File: src/rtl/nbp_pkg.sv
package nbp_pkg;
    localparam int unsigned AW        = 7;
    localparam int unsigned DW        = 8;
    localparam int unsigned LOW_BYTES = 50;
    localparam int unsigned UP_BYTES  = 64;
    localparam int unsigned BANK_BIT  = 4;
    localparam int unsigned BURST_BIT = 5;

    localparam logic [AW-1:0] A_CTRL   = 7'h0A;
    localparam logic [AW-1:0] A_LOW_LO = 7'h0E;
    localparam logic [AW-1:0] A_LOW_HI = 7'h3F;
    localparam logic [AW-1:0] A_XCTL   = 7'h4A;
    localparam logic [AW-1:0] A_PLO    = 7'h50;
    localparam logic [AW-1:0] A_PHI    = 7'h51;
    localparam logic [AW-1:0] A_PORT   = 7'h53;

    typedef enum logic [2:0] {
        SEL_NONE,
        SEL_CTRL,
        SEL_STORE,
        SEL_XCTL,
        SEL_PLO,
        SEL_PHI,
        SEL_PORT
    } sel_e;

    typedef struct packed {
        logic [DW-1:0] ctrl;
        logic [DW-1:0] xctl;
        logic [DW-1:0] rdata;
    } regs_t;
endpackage

File: src/rtl/nbp_decode.sv
module nbp_decode
    import nbp_pkg::*;
#(
    parameter int unsigned IW = 7
) (
    input  logic [AW-1:0] addr,
    input  logic          bank,
    output sel_e          sel,
    output logic [IW-1:0] idx
);
    // Both storage windows are contiguous in index space: 0x0E maps to 0
    // and 0x40 maps to LOW_BYTES.
    logic [AW-1:0] off;
    assign off = addr - A_LOW_LO;

    always_comb begin
        sel = SEL_NONE;
        idx = '0;
        if (addr == A_CTRL) begin
            sel = SEL_CTRL;
        end else if (addr >= A_LOW_LO && addr <= A_LOW_HI) begin
            sel = SEL_STORE;
            idx = IW'(off);
        end else if (addr[AW-1]) begin
            if (!bank) begin
                sel = SEL_STORE;
                idx = IW'(off);
            end else begin
                unique case (addr)
                    A_XCTL:  sel = SEL_XCTL;
                    A_PLO:   sel = SEL_PLO;
                    A_PHI:   sel = SEL_PHI;
                    A_PORT:  sel = SEL_PORT;
                    default: sel = SEL_NONE;
                endcase
            end
        end
    end
endmodule

File: src/rtl/nbp_bytes.sv
module nbp_bytes
    import nbp_pkg::*;
#(
    parameter int unsigned DEPTH = 128,
    parameter int unsigned IW    = $clog2(DEPTH)
) (
    input  logic          clk,
    input  logic          rst_n,
    input  logic          we,
    input  logic [IW-1:0] widx,
    input  logic [DW-1:0] wdata,
    input  logic [IW-1:0] ridx,
    output logic [DW-1:0] rdata
);
    localparam logic [IW:0] LIMIT = (IW+1)'(DEPTH);

    logic [DW-1:0] mem_q [DEPTH];

    always_ff @(posedge clk) begin
        if (!rst_n) begin
            for (int i = 0; i < DEPTH; i++) mem_q[i] <= '0;
        end else if (we && ({1'b0, widx} < LIMIT)) begin
            mem_q[widx] <= wdata;
        end
    end

    assign rdata = ({1'b0, ridx} < LIMIT) ? mem_q[ridx] : '0;
endmodule

File: src/rtl/nbp_pointer.sv
module nbp_pointer
    import nbp_pkg::*;
#(
    parameter int unsigned XA_W = 7
) (
    input  logic            clk,
    input  logic            rst_n,
    input  logic            ld_lo,
    input  logic            ld_hi,
    input  logic            step,
    input  logic [DW-1:0]   wdata,
    output logic [XA_W-1:0] ptr,
    output logic [DW-1:0]   lo_byte,
    output logic [DW-1:0]   hi_byte
);
    logic [XA_W-1:0] ptr_d, ptr_q;
    logic [15:0]     wide_q, wide_d;

    assign wide_q = 16'(ptr_q);

    always_comb begin
        wide_d = wide_q;
        if (ld_lo) wide_d[7:0]  = wdata;
        if (ld_hi) wide_d[15:8] = wdata;
        ptr_d = wide_d[XA_W-1:0];
        if (step) ptr_d = ptr_q + 1'b1;
    end

    always_ff @(posedge clk) begin
        if (!rst_n) ptr_q <= '0;
        else        ptr_q <= ptr_d;
    end

    assign ptr     = ptr_q;
    assign lo_byte = wide_q[7:0];
    assign hi_byte = wide_q[15:8];
endmodule

File: src/rtl/nbp_top.sv
module nbp_top
    import nbp_pkg::*;
#(
    parameter int unsigned XRAM_BYTES = 128
) (
    input  logic         clk,
    input  logic         rst_n,
    input  logic [6:0]   addr,
    input  logic [7:0]   wdata,
    input  logic         rd_en,
    input  logic         wr_en,
    output logic [7:0]   rdata
);
    localparam int unsigned XA_W     = (XRAM_BYTES > 1) ? $clog2(XRAM_BYTES) : 1;
    localparam int unsigned ST_DEPTH = LOW_BYTES + UP_BYTES;
    localparam int unsigned ST_IW    = $clog2(ST_DEPTH);

    regs_t r_d, r_q;

    sel_e             sel;
    logic [ST_IW-1:0] st_idx;
    logic [DW-1:0]    st_rd, x_rd, p_lo, p_hi, mux;
    logic [XA_W-1:0]  xptr;
    logic             bank_sel, burst_on, do_rd, do_wr, port_hit;

    assign bank_sel = r_q.ctrl[BANK_BIT];
    assign burst_on = r_q.xctl[BURST_BIT];
    assign do_wr    = wr_en;
    assign do_rd    = rd_en & ~wr_en;
    assign port_hit = (sel == SEL_PORT);

    nbp_decode #(.IW(ST_IW)) u_dec (
        .addr (addr),
        .bank (bank_sel),
        .sel  (sel),
        .idx  (st_idx)
    );

    nbp_bytes #(.DEPTH(ST_DEPTH), .IW(ST_IW)) u_store (
        .clk   (clk),
        .rst_n (rst_n),
        .we    (do_wr && sel == SEL_STORE),
        .widx  (st_idx),
        .wdata (wdata),
        .ridx  (st_idx),
        .rdata (st_rd)
    );

    nbp_pointer #(.XA_W(XA_W)) u_ptr (
        .clk     (clk),
        .rst_n   (rst_n),
        .ld_lo   (do_wr && sel == SEL_PLO),
        .ld_hi   (do_wr && sel == SEL_PHI),
        .step    ((do_wr || do_rd) && port_hit && burst_on),
        .wdata   (wdata),
        .ptr     (xptr),
        .lo_byte (p_lo),
        .hi_byte (p_hi)
    );

    nbp_bytes #(.DEPTH(XRAM_BYTES), .IW(XA_W)) u_xram (
        .clk   (clk),
        .rst_n (rst_n),
        .we    (do_wr && port_hit),
        .widx  (xptr),
        .wdata (wdata),
        .ridx  (xptr),
        .rdata (x_rd)
    );

    always_comb begin
        unique case (sel)
            SEL_CTRL:  mux = r_q.ctrl;
            SEL_STORE: mux = st_rd;
            SEL_XCTL:  mux = r_q.xctl;
            SEL_PLO:   mux = p_lo;
            SEL_PHI:   mux = p_hi;
            SEL_PORT:  mux = x_rd;
            default:   mux = '0;
        endcase
    end

    always_comb begin
        r_d = r_q;
        if (do_wr) begin
            if (sel == SEL_CTRL) r_d.ctrl = wdata;
            if (sel == SEL_XCTL) r_d.xctl = wdata;
        end
        if (do_rd) r_d.rdata = mux;
    end

    always_ff @(posedge clk) begin
        if (!rst_n) r_q <= '0;
        else        r_q <= r_d;
    end

    assign rdata = r_q.rdata;
endmodule

File: config.mk
export PLATFORM = sky130hd
export DESIGN_NAME = nbp_top
export DESIGN_NICKNAME = d
export VERILOG_FILES = /design/src/rtl/nbp_pkg.sv /design/src/rtl/nbp_decode.sv /design/src/rtl/nbp_bytes.sv /design/src/rtl/nbp_pointer.sv /design/src/rtl/nbp_top.sv
export SDC_FILE = /design/constraint.sdc
export NUM_CORES = 2
export LEC_CHECK = 0
export BUFFER_PORTS_ARGS = -buffer_cell sky130_fd_sc_hd__buf_2
export CAP_MARGIN = 20
export CORE_MARGIN = 1.5
export CORE_UTILIZATION = 45
export DETAILED_ROUTE_END_ITERATION = 10
export SETUP_SLACK_MARGIN = 0.1
export SLEW_MARGIN = 20
export SYNTH_ARGS = -nofsm -noshare
export SYNTH_HDL_FRONTEND = slang
export SYNTH_SLANG_ARGS = --single-unit
File: constraint.sdc
create_clock -name clk -period 3.3 [get_ports clk]
set_input_delay 0.33 -clock clk [delete_from_list [all_inputs] [get_ports clk]]
set_output_delay 0.33 -clock clk [all_outputs]
set_load 0.005 [all_outputs]
======== After elaboration in Yosys (flattened, before gate mapping) ========
Memories as Yosys holds them, arrays and structs flattened. A register that Yosys moved wholly into a read port is not among the register bits.
Cells that the tools add are included.
cells by class
  mux-type cells .......................... 28
  equality and inequality tests ........... 10
  reductions and logical operators ........ 13
  $lt $le $gt $ge ......................... 3
  multiply operators ...................... 0
  $add $sub $neg .......................... 2
  div/mod/pow operators ................... 0
  shift-type cells ........................ 0
  bitwise gates (word level) .............. 2
operator list
  cell                 count
  $mux 7               10
  $pmux 8 s5           1
  $eq 7x7->1 const B   4
  $mux 8               3
  $reduce_or 8->1      2
  $mux 3               4
  $pmux 3 s4           1
  $mux 1               9
  $add 7x1->7 const B  1
  $eq 7x4->1 const B   1
  $ge 7x4->1 const B   1
  $le 7x6->1 const B   1
  $logic_and 1x1->1    7
  $lt 7x7->1 const B   1
  $sub 7x4->7 const B  1
  $eq 3x2->1 const B   2
  $eq 3x3->1 const B   2
  $reduce_and 2->1     2
  $eq 3x1->1 const B   1
  $reduce_bool 2->1    1
  $and 1x1->1          1
  $logic_or 1x1->1     1
  $not 1->1            1
word-level totals
  input bits .............................. 19
  memory bits (read-only) ................. 0
  memory bits (writable) .................. 1936
  register bits after elaboration ......... 31
  word-level logic and storage cells ...... 64
  memories kept ........................... 2
  latch bits .............................. 0
  output and inout bits ................... 8
memories
  name           words  width  rd ports  clocked after memory_dff  write ports  line             source
  u_xram.mem_q   128    8      1         1                         128          nbp_bytes.sv:17  logic [DW-1:0] mem_q [DEPTH];
  u_store.mem_q  114    8      1         0                         114          nbp_bytes.sv:17

======== Logic depth before layout (Yosys ltp) ========
  depth in word-level cells ............... 14
  mapped depth ............................ 14
  gate-level depth less buffers ........... 9

======== Hierarchy ========
Synthesis repeated with hierarchy kept, for this count alone.
unflattened totals
  cells, all modules ...................... 6243
  area, all modules ....................... 95441.5 µm²
by module, submodules not included
  module                instances  seq. area each (µm²)  area an instance (µm²)  cells an instance
  nbp_bytes at u_xram   1          30749.5               47152.7                 2932
  nbp_bytes at u_store  1          30269.0               46059.2                 3038
  nbp_top               1          480.5                 1447.6                  170
  nbp_pointer           1          140.1                 529.3                   65
  nbp_decode            1          0.0                   252.7                   38

======== Least setup slack after synthesis ========
No wires, ideal clock.
  path kind ............................... input to register
  from .................................... input addr[2]
  to ...................................... memory u_store.mem_q[89][0] (enable)
  buffers on the path ..................... 3
  arrival time ............................ 2963 ps
  setup slack ............................. -47 ps
  stages on the path ...................... 10
  cell sequence ........................... buf_2 > or4_4 > o22ai_1 > a221oi_1 > or3_1 > buf_2 > nor2_2 > nand2_1 > clkbuf_1 > o21ai_0
RTL lines
  element      line             source
  from (decl)  nbp_top.sv:8     input logic [6:0] addr,
  to (decl)    nbp_bytes.sv:17

==> reports/results.tsv <==
metric	value	unit
status	complete, but fails checks	
violations	hold timing, setup timing	
synth_area_leader_cell	edfxtp_1	
drc	0	
ir_drop	0.585	mV
p_leak	41.3	nW
total_power	60.2	mW
clockBufferDepth	3	
maxSlewHeadroom	21.8	%
dr.first_iter.drc_count	7856	
swShare	23.8	%
drive_gt1_share	24.7	%
cp_slowest_cell	mux4_2	
syn_inst	6827	
setup_ws	-0.0399	ns
vias	62900	
nFillCells	17300	
synth_top_area_share	64.0	%
gr-usage-all-layers	28.2	%
hp-class	in2reg	
area_growth	20.3	%
cts_tree	done	
yosys-top-cells-area	edfxtp_1, and2_1, mux4_2, clkbuf_1, o21ai_0	
avgSynthCellArea	14.0	um^2
rows	169	
synth_edf_count	2040	
cts_made_buffers	215	
crit_chain	buf_12 > buf_6 > buf_4 > buf_4 > mux4_2 > mux4_2 > mux4_2 > a221oi_2 > buf_4 > o22ai_1	
grt_setup_unrepaired	true	
min_period_over_period	101	%
power_density	522	nW/um^2
synth_ff_type	edfxtp_1	
ys_warn_count	0	
ys_seq_area_share	64.8	%
clock-root-buffer	clkbuf_16	
synth-seq-cells	2078	
holdWs	-0.0122	ns
drt-wirelength-per-cell	28.7	um
io_pins	27	
placedCellCount	10200	
dp_hpwl	208000	um
hold_violations	2	
finClkSkew	0.0654	ns
routed_wl	307000	um
worstSetupPathType	reg2reg	
die_area	216000	um^2
p_sw	14.3	mW
worstPathRequired	4.04	ns
crit_path_end_kind	register	
start_util	45.2	%
critPathLaunchType	register	
place.port_buffers	26	
regToRegSetupSlack	-0.04	ns
drtAntennaViolNets	0	
timing.fmax	299	MHz
critPathTopFamily	multiplexers	
tightest_slew	1.17	ns
die_h	464	um
final_nets	7712	
crit_fanout	6	
core-area	212000	um^2
critical_path_arrival	4.08	ns
async_flop_share	0	%
clock-sinks	2078	
cts.htree.levels	4	
synthDistinctLibCells	97	
period_needed	3.34	ns
final_common_cell	edfxtp_1	
grt_pass1_vias	62300	
p_int	45.8	mW
firstDrtPassIters	9	
slowest_delay	0.59	ns
globalplace.congestion	0.997	
vias_per_cell	5.88	
pwr-share-comb	8.1	%
grt-ovfl-total	0	
clk_pin_slew	0.06	ns
grt_pass1_wl	444000	um
final_cells	10700	
power_frac_clock	40.8	%
synth_area	95700	um^2
seq_power_share	51.1	%
grt_max_degree	137	
antenna_found_initial	7	
maxSlewViolCount	0	
critPathBufInv	5	
clk_latency	0.87	ns
drv_cap	0	
setup_viol	2	
dieWidth	464	um
most-common-layout-cells	edfxtp_1, and2_1, buf_4, nor2_1, mux4_2	
-- Yosys cell counts, types with 15 or more instances --
master / count
a211oi_1: 34
a21boi_0: 19
a21oi_1: 79
a221oi_1: 15
a22oi_1: 21
a2bb2oi_1: 26
a31oi_1: 21
and2_1: 1815
and3_1: 137
buf_1: 26
buf_2: 108
buf_4: 19
clkbuf_1: 433
dfxtp_1: 38
edfxtp_1: 2040
inv_1: 22
mux2_2: 43
mux2i_1: 61
mux4_2: 345
nand2_1: 148
nand2b_1: 22
nand3_1: 45
nor2_1: 358
nor2b_1: 37
nor3_1: 28
o21ai_0: 287
o221ai_1: 35
o22a_1: 46
o22ai_1: 217
o31ai_1: 44
-- worst paths after layout --
path	depth (start not counted)	to	from
setup / recovery	10	rdata[6]$_SDFFE_PN0P_	register
hold / removal	1	u_store.mem_q[119][7]$_DFFE_PP_	wdata[7]
setup reg to reg	10	rdata[6]$_SDFFE_PN0P_	register
hold reg to reg	2	r_q[15]$_SDFFE_PN0P_	r_q[15]$_SDFFE_PN0P_
-- metal layers --
metal  routed length, um  vias up  global-route usage [%]
met4               16000        2                    13.0
met3               24000      673                    4.40
met5                  11        -                       0
li1                    -    27100                       -
met1              123000    32000                    38.3
met2              144000     3044                    45.0
-- state kept, by name, summed over array words and instances, names as in the netlist, named ones only --
register and count:
u_xram.mem_q 1024, u_store.mem_q 1016, r_q 14, rdata 8
u_ptr.ptr 7, bank_sel 1, burst_on 1
-- repair_timing --
item | CTS | global route
pin swaps | 11 | 9
gates cloned | 6 | 1
hold buffers | 6 | 0
gates resized for setup | 34 | 39
endpoints found under the setup margin | 1794 | 349
endpoints found under the hold margin | 30 | 0
buffers inserted | 18 | 20
-- kinds of logic (layout without fill, tap and decap cells) --
logic type / Yosys count / in the layout / share of synthesized area, %
compound gates: 1016 / 1016 / 7.14
xor+xnor: 4 / 4 / 0.0366
fa+ha+maj: 2 / 2 / 0.0261
buf+inv: 615 / 1555 / 2.67
flops: 2078 / 2078 / 64.8
mux: 450 / 450 / 9.28
other cells: 1 / 110 / 0.00392
simple gates: 2661 / 2661 / 16.1
-- final cells by class --
| type | count | area, um^2 | share of cell area [%] |
|---|---|---|---|
| flip-flops and latches | 2078 | 62000 | 53.8 |
| multi-input cells | 4237 | 31900 | 27.7 |
| repair buffers | 1135 | 10600 | 9.18 |
| clock buffers | 253 | 5590 | 4.85 |
| well taps | 2821 | 3530 | 3.06 |
| clock inverters | 143 | 1490 | 1.29 |
| inverters | 24 | 90.1 | 0.0782 |
| diodes | 6 | 15.0 | 0.0130 |
-- stage by stage --
stage | util, % | instance area (um^2) | TNS, ns | worst slack [ns]
after floorplan | - | 96100 | -7.55 | -0.0465
after global placement | 50.6 | 107000 | -39.73 | -0.580
after detailed placement | 50.6 | 107000 | -30.32 | -0.644
after CTS | 54.2 | 115000 | 0 | 0.00633
after global routing | 54.4 | 115000 | -0.157 | -0.0572
final | 54.4 | 115000 | -0.0603 | -0.0399
-- power by group through the flow --
stage | clock network [mW] | registers, mW | logic (mW)
after floorplan | 0 | 31.0 | 2.16
after global placement | 0 | 31.2 | 4.73
after detailed placement | 0 | 31.3 | 4.76
after CTS | 24.8 | 30.7 | 4.79
after global routing | 25.9 | 30.8 | 5.03
final | 24.6 | 30.7 | 4.88
Power figures use the tool's default switching activity.
